<file path="src/rtl/dacif_pkg.sv">
package dacif_pkg;
  localparam int SAMPLE_W = 14;
  localparam int NUM_CH   = 2;

  typedef enum logic {
    MODE_DUAL = 1'b0,
    MODE_ILV  = 1'b1
  } dac_mode_e;
endpackage

</file>
<file path="src/rtl/dacif_channel.sv">
module dacif_channel #(
  parameter int W = 14
) (
  input  logic         clk,
  input  logic         rst_n,
  input  logic         ld_in,
  input  logic [W-1:0] d_in,
  input  logic         ld_out,
  output logic [W-1:0] q_out
);
  logic [W-1:0] stage_q, stage_n;
  logic [W-1:0] out_q, out_n;

  // next state: the output copies the stage before the stage is overwritten
  always_comb begin
    stage_n = stage_q;
    out_n   = out_q;
    if (ld_out) out_n   = stage_q;
    if (ld_in)  stage_n = d_in;
  end

  always_ff @(posedge clk or negedge rst_n) begin
    if (!rst_n) begin
      stage_q <= '0;
      out_q   <= '0;
    end else begin
      stage_q <= stage_n;
      out_q   <= out_n;
    end
  end

  assign q_out = out_q;


  xfer_old_stage_chk: assert property (@(posedge clk) disable iff (!rst_n)
    ld_out |=> out_q == $past(stage_q));


  out_hold_chk: assert property (@(posedge clk) disable iff (!rst_n)
    !ld_out |=> $stable(out_q));


  stage_load_chk: assert property (@(posedge clk) disable iff (!rst_n)
    ld_in |=> stage_q == $past(d_in));
endmodule

</file>
<file path="src/rtl/dacif_ilv_demux.sv">
module dacif_ilv_demux #(
  parameter int W = 14
) (
  input  logic         clk,
  input  logic         rst_n,
  input  logic         en,
  input  logic         clr,
  input  logic         wr,
  input  logic [W-1:0] din,
  input  logic         upd,
  output logic         pair_ld,
  output logic [W-1:0] pair_i,
  output logic [W-1:0] pair_q,
  output logic         xfer
);
  logic         phase_q, phase_n;
  logic         pend_q, pend_n;
  logic [W-1:0] hold_q, hold_n;

  assign pair_ld = en && wr && phase_q;
  assign pair_i  = hold_q;
  assign pair_q  = din;
  assign xfer    = en && upd && pend_q;

  always_comb begin
    phase_n = phase_q;
    pend_n  = pend_q;
    hold_n  = hold_q;
    if (clr) begin
      phase_n = 1'b0;
      pend_n  = 1'b0;
    end else if (en) begin
      if (wr) begin
        if (!phase_q) hold_n = din;
        phase_n = !phase_q;
      end
      if (pair_ld)   pend_n = 1'b1;
      else if (xfer) pend_n = 1'b0;
    end
  end

  always_ff @(posedge clk or negedge rst_n) begin
    if (!rst_n) begin
      phase_q <= 1'b0;
      pend_q  <= 1'b0;
      hold_q  <= '0;
    end else begin
      phase_q <= phase_n;
      pend_q  <= pend_n;
      hold_q  <= hold_n;
    end
  end


  switch_drop_chk: assert property (@(posedge clk) disable iff (!rst_n)
    clr |=> !phase_q && !pend_q);


  i_word_capture_chk: assert property (@(posedge clk) disable iff (!rst_n)
    (en && !clr && wr && !phase_q) |=> phase_q && hold_q == $past(din));


  single_xfer_chk: assert property (@(posedge clk) disable iff (!rst_n)
    (xfer && !pair_ld && !clr) |=> !pend_q);
endmodule

</file>
<file path="src/rtl/dacif_front.sv">
module dacif_front
  import dacif_pkg::*;
#(
  parameter int W = SAMPLE_W
) (
  input  logic         clk,
  input  logic         rst_n,
  input  logic         mode_il,
  input  logic         sleep,
  input  logic         wr_a,
  input  logic [W-1:0] data_a,
  input  logic         upd_a,
  input  logic         wr_b,
  input  logic [W-1:0] data_b,
  input  logic         upd_b,
  output logic [W-1:0] out_a,
  output logic [W-1:0] out_b
);
  localparam int NCH = NUM_CH;

  dac_mode_e mode_q, mode_n, mode_req;
  logic      switching, run, dual_run, ilv_run;
  logic      pair_ld, xfer;
  logic [W-1:0] pair_i, pair_q;

  logic [NCH-1:0] wr_v, upd_v, ld_in_v, ld_out_v;
  logic [W-1:0]   din_v  [NCH];
  logic [W-1:0]   dsel_v [NCH];
  logic [W-1:0]   q_v    [NCH];

  assign mode_req  = mode_il ? MODE_ILV : MODE_DUAL;
  assign switching = !sleep && (mode_req != mode_q);
  assign run       = !sleep && !switching;
  assign dual_run  = run && (mode_q == MODE_DUAL);
  assign ilv_run   = run && (mode_q == MODE_ILV);

  always_comb begin
    mode_n = mode_q;
    if (!sleep) mode_n = mode_req;
  end

  always_ff @(posedge clk or negedge rst_n) begin
    if (!rst_n) mode_q <= MODE_DUAL;
    else        mode_q <= mode_n;
  end

  assign wr_v     = {wr_b, wr_a};
  assign upd_v    = {upd_b, upd_a};
  assign din_v[0] = data_a;
  assign din_v[1] = data_b;

  dacif_ilv_demux #(.W(W)) u_demux (
    .clk     (clk),
    .rst_n   (rst_n),
    .en      (ilv_run),
    .clr     (switching),
    .wr      (wr_a),
    .din     (data_a),
    .upd     (upd_a),
    .pair_ld (pair_ld),
    .pair_i  (pair_i),
    .pair_q  (pair_q),
    .xfer    (xfer)
  );

  for (genvar ch = 0; ch < NCH; ch++) begin : g_ch
    always_comb begin
      if (dual_run) begin
        ld_in_v[ch]  = wr_v[ch];
        ld_out_v[ch] = upd_v[ch];
        dsel_v[ch]   = din_v[ch];
      end else begin
        ld_in_v[ch]  = pair_ld;
        ld_out_v[ch] = xfer;
        dsel_v[ch]   = (ch == 0) ? pair_i : pair_q;
      end
    end

    dacif_channel #(.W(W)) u_chan (
      .clk    (clk),
      .rst_n  (rst_n),
      .ld_in  (ld_in_v[ch]),
      .d_in   (dsel_v[ch]),
      .ld_out (ld_out_v[ch]),
      .q_out  (q_v[ch])
    );
  end

  assign out_a = q_v[0];
  assign out_b = q_v[1];


  sleep_freeze_chk: assert property (@(posedge clk) disable iff (!rst_n)
    sleep |=> $stable(out_a) && $stable(out_b) && $stable(mode_q));


  switch_quiet_chk: assert property (@(posedge clk) disable iff (!rst_n)
    switching |=> $stable(out_a) && $stable(out_b));


  mode_follow_chk: assert property (@(posedge clk) disable iff (!rst_n)
    !sleep |=> mode_q == $past(mode_req));


  dual_a_hold_chk: assert property (@(posedge clk) disable iff (!rst_n)
    (dual_run && !upd_a) |=> $stable(out_a));


  ilv_b_port_ignored_chk: assert property (@(posedge clk) disable iff (!rst_n)
    (ilv_run && !upd_a) |=> $stable(out_a) && $stable(out_b));
endmodule

</file>
<file path="config.mk">
export PLATFORM = sky130hd
export DESIGN_NAME = dacif_front
export DESIGN_NICKNAME = d
export VERILOG_FILES = /design/src/rtl/dacif_pkg.sv /design/src/rtl/dacif_channel.sv /design/src/rtl/dacif_ilv_demux.sv /design/src/rtl/dacif_front.sv
export SDC_FILE = /design/constraint.sdc
export NUM_CORES = 1
export LEC_CHECK = 0
export BUFFER_PORTS_ARGS = -buffer_cell sky130_fd_sc_hd__buf_2
export CAP_MARGIN = 20
export CORE_ASPECT_RATIO = 1.1
export CORE_UTILIZATION = 54
export DETAILED_ROUTE_END_ITERATION = 8
export PLACE_DENSITY = 0.78
export SYNTH_ARGS = -nofsm -noshare
export SYNTH_HDL_FRONTEND = slang
export SYNTH_SLANG_ARGS = --single-unit
</file>
<file path="constraint.sdc">
create_clock -name clk -period 2 [get_ports clk]
set_clock_uncertainty 0.05 [all_clocks]
set_input_delay 0.3 -clock clk [delete_from_list [all_inputs] [get_ports clk]]
set_output_delay 0.3 -clock clk [all_outputs]
set_load 0.005 [all_outputs]
</file>
==> results of run 1 <==
==> how the worst max path moves through the flow <==
stage / from / endpoint / slack (ns) / depth (start not counted)
floorplan: mode_q / g_ch[1].u_chan.stage_q[10] / 0.18 / 5
global route: mode_q / g_ch[1].u_chan.stage_q[8] / 0.07 / 4
detailed placement: mode_q / g_ch[1].u_chan.stage_q[8] / 0.15 / 4
global placement: mode_q / g_ch[1].u_chan.stage_q[8] / 0.19 / 4
finish: mode_q / g_ch[1].u_chan.stage_q[8] / 0.14 / 4
CTS: mode_q / g_ch[1].u_chan.stage_q[10] / 0.14 / 4
==> synthesized netlist by cell type <==
cell	number
a21oi_4	4
a22o_1	1
buf_4	2
buf_6	7
clkbuf_8	1
dfrtp_1	73
inv_1	1
mux2_1	3
mux2_2	96
mux2i_1	1
nand2_1	1
nand2b_1	2
nand3_1	2
nand4_1	2
nor2_1	3
nor3_2	1
nor3_4	1
o211ai_1	1
o21ai_0	2
or2_2	1
or3b_2	1
or3b_4	1
==> state kept, by name, summed over array words and instances, names as in the netlist <==
name                 flops
g_ch.u_chan.q_out       28
g_ch.u_chan.stage_q     28
mode_q                   1
u_demux.pair_i          14
u_demux.pend_q           1
u_demux.phase_q          1
==> cell type report <==
class | count | area [um2]
clock buffer | 11 | 141
tap | 77 | 96.3
timing repair buffer | 72 | 473
sequential | 73 | 1830
clock inverter | 5 | 150
inverter | 1 | 3.75
multi-input combinational | 123 | 1320
fill | 419 | 1800
==> layout by cell type, fill, tap and decap left out, drive strengths merged <==
cell type / n
bufinv: 5
o211ai: 1
clkbuf: 11
inv: 1
or3b: 2
mux2i: 1
buf: 71
or2: 1
a22o: 1
nor3: 2
dlygate4sd3: 1
nand2: 1
dfrtp: 73
nand4: 2
nand2b: 2
nor2: 3
mux2: 99
a21oi: 4
nand3: 2
o21ai: 2
==> per-layer routing <==
metal	share of wire (%)	wire length, um	track usage [%]	vias to the layer above
met3	4.2	248	3.50	6
met5	0	0	0	-
met4	1.2	70	9.97	0
met1	43	2570	26.1	977
met2	51	3040	34.0	54
li1	-	-	-	898
==> where the power goes <==
part           internal, mW  total (mW)  switching (mW)  leakage [nW]
clock network          1.12        1.64           0.528         0.144
logic                 0.758        1.15           0.394         0.771
registers              2.07        2.36           0.291         0.892
total                  3.94        5.15            1.21          1.81
==> cells by family (layout without fill, tap and decap cells) <==
kind of cell	Yosys count	in the layout	synth area share [%]
flip-flops	73	73	56.1
AO/OA/AOI/OAI	8	8	2.80
AND/OR/NAND/NOR	15	15	3.15
multiplexers	100	100	34.5
buffers and inverters	11	89	3.42
==> worst register-to-register path, delay by kind of cell (launching register included) <==
kind	cells	cell delay, ns
AO/OA/AOI/OAI	1	0.16
buffers and inverters	1	0.16
flip-flops	1	0.49
multiplexers	1	0.34
AND/OR/NAND/NOR	1	0.54
==> through the flow <==
step	util, %	hold WS, ns
detailed placement	63.9	0.277
global route	69.1	0.174
CTS	69.1	0.159
finish	69.1	0.175
floorplan	-	-0.0456
global placement	63.9	0.275
==> summary.txt, run 1 <==
Crit-path leading delay family: simple AND/OR/NAND/NOR gates
Library cells used by synthesis: 22
Via density: 5.35
DR pass1 iterations: 5
R2R setup slack: 0.14 ns
Grt ovf: 0
Total clock sinks: 73
CTS clk-pin slew, worst paths: 0.07 ns
Crit path DAT: 2.03 ns
Min-Delay Endpoint: u_demux.pair_i[11]
Worst-Margin Slew: 0.581 ns
Average wire per cell in the routed design: 16.4 um
Initial Util: 56.1%
Max_slew headroom: 61.3%
Worst-Skew Late Latency: 0.34 ns
Placed Cells: 345
# DRC: 0
Postcts setup bufs: 0
Worst Path Buf+Inv: 1
Synth top area share: 56.1%
Fmax: 0.538 GHz
FF-to-FF Start: mode_q
H-tree depth: 3
Fin crit share: 93.0%
Total power: 5.15 mW
Number of global-route vias before repair: 2,028
RSZ-0062 raised after global routing: false
Max FO, Critical Path: 14
Post-detail-place hpwl: 4.19 mm
Final setup violation count: 0
Synth Register Bits: 73
CP Class: reg2reg
First-pass GRT wire length: 9.89 mm
CTS tree: yes
Largest net degree at the start of global routing: 29
Fin cells: 362
Syn_nets: 243
R2R depth: 4
CP Capture Type: flop
Min-delay src: data_a[11]
Hold WC Path Type: in2reg
TNS Setup: 0 ns
Core area: 5810 um2
FF-to-FF End: g_ch[1].u_chan.stage_q[8]
Status: completed
Diodes inserted: 0
# hold bufs at CTS: 1
Chip Height: 83.5 um
Site row count: 29
Number of max-cap violations: 0
Hold Path Stages: 2
Layout area overhead: 23.1%
Crit-path max cell delay: 0.54 ns
Fin. max-slew vios: 0
Io pins: 64
Clk buf depth: 2
Layout cell share with drive strength beyond 1: 67.0%
PnR worst setup slack: 0.140 ns
Port-buffer cells: 63
Initial drt markers: 94
CP startpoint kind: flop
Die Width: 76.0 um
Post-Syn Instances: 207
Num CTS Buffers: 9
Yosys warning count: 0
Synth area leader: dfrtp_1
Power per cell area: 1280 nW/um2
Dpl ws: 0.147 ns
Total track usage: 20.5%
Worst path slowest cell: or3b_2
Final nets: 316
Post-route ant nets: 0
Initial antenna violation count: 0
Final instance area: 4010 um2
Die area: 6350 um2
Lkg Pwr: 1.81 nW
Placement Cell Area: 3710 um2
Seq/Total Area, Yosys: 56.1%
Synth area leaders: dfrtp_1 (56%), mux2_2 (33%), buf_6 (2.4%)
Total number of vias: 1,935
Crit-path cells: or3b_2 -> a21oi_4 -> buf_12 -> mux2_2
Root Buffer: clkbuf_8
Crit path time final: 1.86 ns
WL final: 5.93 mm
Max IR drop VDD: 0.779 mV
Avg Cell Area, Syn: 15.7 um2
GPL Wtd Cong: 0.804
WP data required: 2.17 ns
Post-Synthesis Cell Area: 3260 um2
Final Hold Viols: 0
CTS resizes: 0
Power figures use the tool's default switching activity.
==> inputs of run 2 (changes only) <==
Settings changed: PLACE_DENSITY 0.78 to 0.75.
==> run 2 against run 1 <==
Compared with the run above:
- worst setup slack gained 0.0078 ns
- worst hold slack better by 0.00099 ns
- utilization decreased by 2.2 points
- combinational power about the same
- sequential share of layout area is 1.5 points higher
- largest power group unchanged
- critical path depth did not move
- non-clock buffer count decreased by 1
- largest cell class unchanged
==> summary.txt, run 2 (same netlist as run 1, synthesis figures left out) <==
Status: completed (unchanged)
Initial drt markers: 66 (was 94)
Fin cells: 360 (was 362)
Max_slew headroom: 74.5% (was 61.3%)
First-pass GRT wire length: 9.63 mm (was 9.89 mm)
Initial antenna violation count: 0 (unchanged)
Num CTS Buffers: 9 (unchanged)
Final Hold Viols: 0 (unchanged)
Switching power: 1.20 mW (was 1.21 mW)
Number of global-route vias before repair: 1,999 (was 2,028)
Layout area overhead: 19.2% (was 23.1%)
Worst-Margin Slew: 0.383 ns (was 0.581 ns)
WL final: 5.69 mm (was 5.93 mm)
Placed Cells: 344 (was 345)
CTS clk-pin slew, worst paths: 0.07 ns (about the same)
Routed wl met3: 305 um (was 248 um)
Placement Cell Area: 3690 um2 (was 3710 um2)
R2R setup slack: 0.15 ns (was 0.14 ns)
Initial Util: 56.1% (unchanged)
Hold Path Stages: 2 (unchanged)
Fmax: 0.540 GHz (was 0.538 GHz)
Final nets: 315 (was 316)
Post-detail-place hpwl: 4.12 mm (was 4.19 mm)
Dpl ws: 0.157 ns (was 0.147 ns)
R2R depth: 4 (unchanged)
Multi-input gate area: 1320 um2 (unchanged)
Hold WC Path Type: in2reg (unchanged)
Highest Signal Layer: met4 (unchanged)
Die area: 6350 um2 (unchanged)
Port-buffer cells: 63 (unchanged)
Crit-path cells: or3b_2 -> a21oi_4 -> buf_12 -> mux2_2 (unchanged)
GPL Wtd Cong: 0.768 (was 0.804)
Lkg Pwr: 1.75 nW (was 1.81 nW)
Crit-path leading delay family: simple AND/OR/NAND/NOR gates (unchanged)
Die Width: 76.0 um (unchanged)
Wire length on met1: 2.47 mm (was 2.57 mm)
Flop pwr share: 51.4% (was 45.7%)
Clock power share: 23.5% (was 31.9%)
Register area: 1830 um2 (unchanged)
Fin. max-slew vios: 0 (unchanged)
CTS tree: yes (unchanged)
Fin crit share: 92.6% (was 93.0%)
Grt ovf: 0 (unchanged)
Internal Pwr Total: 3.39 mW (was 3.94 mW)
Total number of vias: 1,886 (was 1,935)
Io pins: 64 (unchanged)
# DRC: 0 (unchanged)
H-tree depth: 3 (unchanged)
Crit path time final: 1.85 ns (was 1.86 ns)
Chip Height: 83.5 um (unchanged)
Site row count: 29 (unchanged)
Postcts setup bufs: 0 (unchanged)
Final setup violation count: 0 (unchanged)
Fill count: 438 (was 419)
FF-to-FF Start: mode_q (unchanged)
Crit path DAT: 2.02 ns (was 2.03 ns)
FF-to-FF End: g_ch[1].u_chan.stage_q[0] (was g_ch[1].u_chan.stage_q[8])
Combinational Power Share: 25.0% (was 22.3%)
Number of max-cap violations: 0 (unchanged)
CP Class: reg2reg (unchanged)
Crit-path max cell delay: 0.54 ns (about the same)
# hold bufs at CTS: 1 (unchanged)
TNS Setup: 0 ns (unchanged)
Max FO, Critical Path: 14 (unchanged)
Final instance area: 3880 um2 (was 4010 um2)
Worst path slowest cell: or3b_2 (unchanged)
Commonest non-fill, non-tap cell in the layout: mux2_2 (unchanged)
Max IR drop VDD: 0.751 mV (was 0.779 mV)
Worst-Skew Late Latency: 0.33 ns (was 0.34 ns)
Via density: 5.24 (was 5.35)
Post-route ant nets: 0 (unchanged)
CP Capture Type: flop (unchanged)
Root Buffer: clkbuf_8 (unchanged)
Power per cell area: 1180 nW/um2 (was 1280 nW/um2)
Min-Delay Endpoint: u_demux.pair_i[6] (was u_demux.pair_i[11])
Min-delay src: data_a[6] (was data_a[11])
CP startpoint kind: flop (unchanged)
CTS resizes: 0 (unchanged)
Average wire per cell in the routed design: 15.8 um (was 16.4 um)
Clk buf depth: 2 (unchanged)
Most frequent cells in the layout: mux2_2 (96), dfrtp_1 (73), buf_2 (63) (unchanged)
Diodes inserted: 0 (unchanged)
DR pass1 iterations: 3 (was 5)
Core area: 5810 um2 (unchanged)
Total clock sinks: 73 (unchanged)
WP data required: 2.17 ns (about the same)
Worst Path Buf+Inv: 1 (unchanged)
Routed wl met2: 2.81 mm (was 3.04 mm)
Layout cell share with drive strength beyond 1: 66.8% (was 67.0%)
Switching part of the total: 26.2% (was 23.5%)
Total track usage: 20.1% (was 20.5%)
PnR worst setup slack: 0.148 ns (was 0.140 ns)
Largest net degree at the start of global routing: 74 (was 29)
RSZ-0062 raised after global routing: false (unchanged)
[run 2: power by group through the flow]
stage / registers [mW] / logic, mW / clock network (mW)
3_5_place_dp: 2.40 / 1.17 / 0
5_1_grt: 2.45 / 1.26 / 1.16
3_3_place_gp: 2.38 / 1.13 / 0
2_1_floorplan: 2.34 / 0.708 / 0
4_1_cts: 2.37 / 1.18 / 1.11
6_report: 2.36 / 1.15 / 1.08
[run 2: through the flow]
step                      hold slack (ns)  power, mW  util (%)
after floorplan                   -0.0456       3.05         -
after global placement              0.307       3.50      63.5
after detailed placement            0.306       3.58      63.5
after CTS                           0.160       4.66      66.9
after global routing                0.177       4.88      66.9
final                               0.176       4.59      66.9
[run 2: how the worst max path moves through the flow]
| stage | from | slack [ns] | end | cells past startpoint |
|---|---|---|---|---|
| floorplan | mode_q | 0.18 | g_ch[1].u_chan.stage_q[10] | 5 |
| global placement | mode_q | 0.19 | g_ch[1].u_chan.stage_q[9] | 4 |
| detailed placement | mode_q | 0.16 | g_ch[1].u_chan.stage_q[11] | 4 |
| CTS | mode_q | 0.14 | g_ch[1].u_chan.stage_q[0] | 4 |
| global route | mode_q | 0.08 | g_ch[1].u_chan.stage_q[13] | 4 |
| finish | mode_q | 0.15 | g_ch[1].u_chan.stage_q[0] | 4 |
[run 2: final cells by class]
class	count	share of cell area (%)
clock buffer	10	3.29
clock inverter	5	1.48
inverter	1	0.0966
multi-input combinational	123	34.0
sequential	73	47.0
tap	77	2.48
timing repair buffer	71	11.7
[run 2: metal layers]
| layer | track usage, % | vias up |
|---|---|---|
| li1 | - | 890 |
| met1 | 25.3 | 938 |
| met2 | 32.4 | 50 |
| met3 | 4.70 | 8 |
| met4 | 11.0 | 0 |
| met5 | 0 | - |
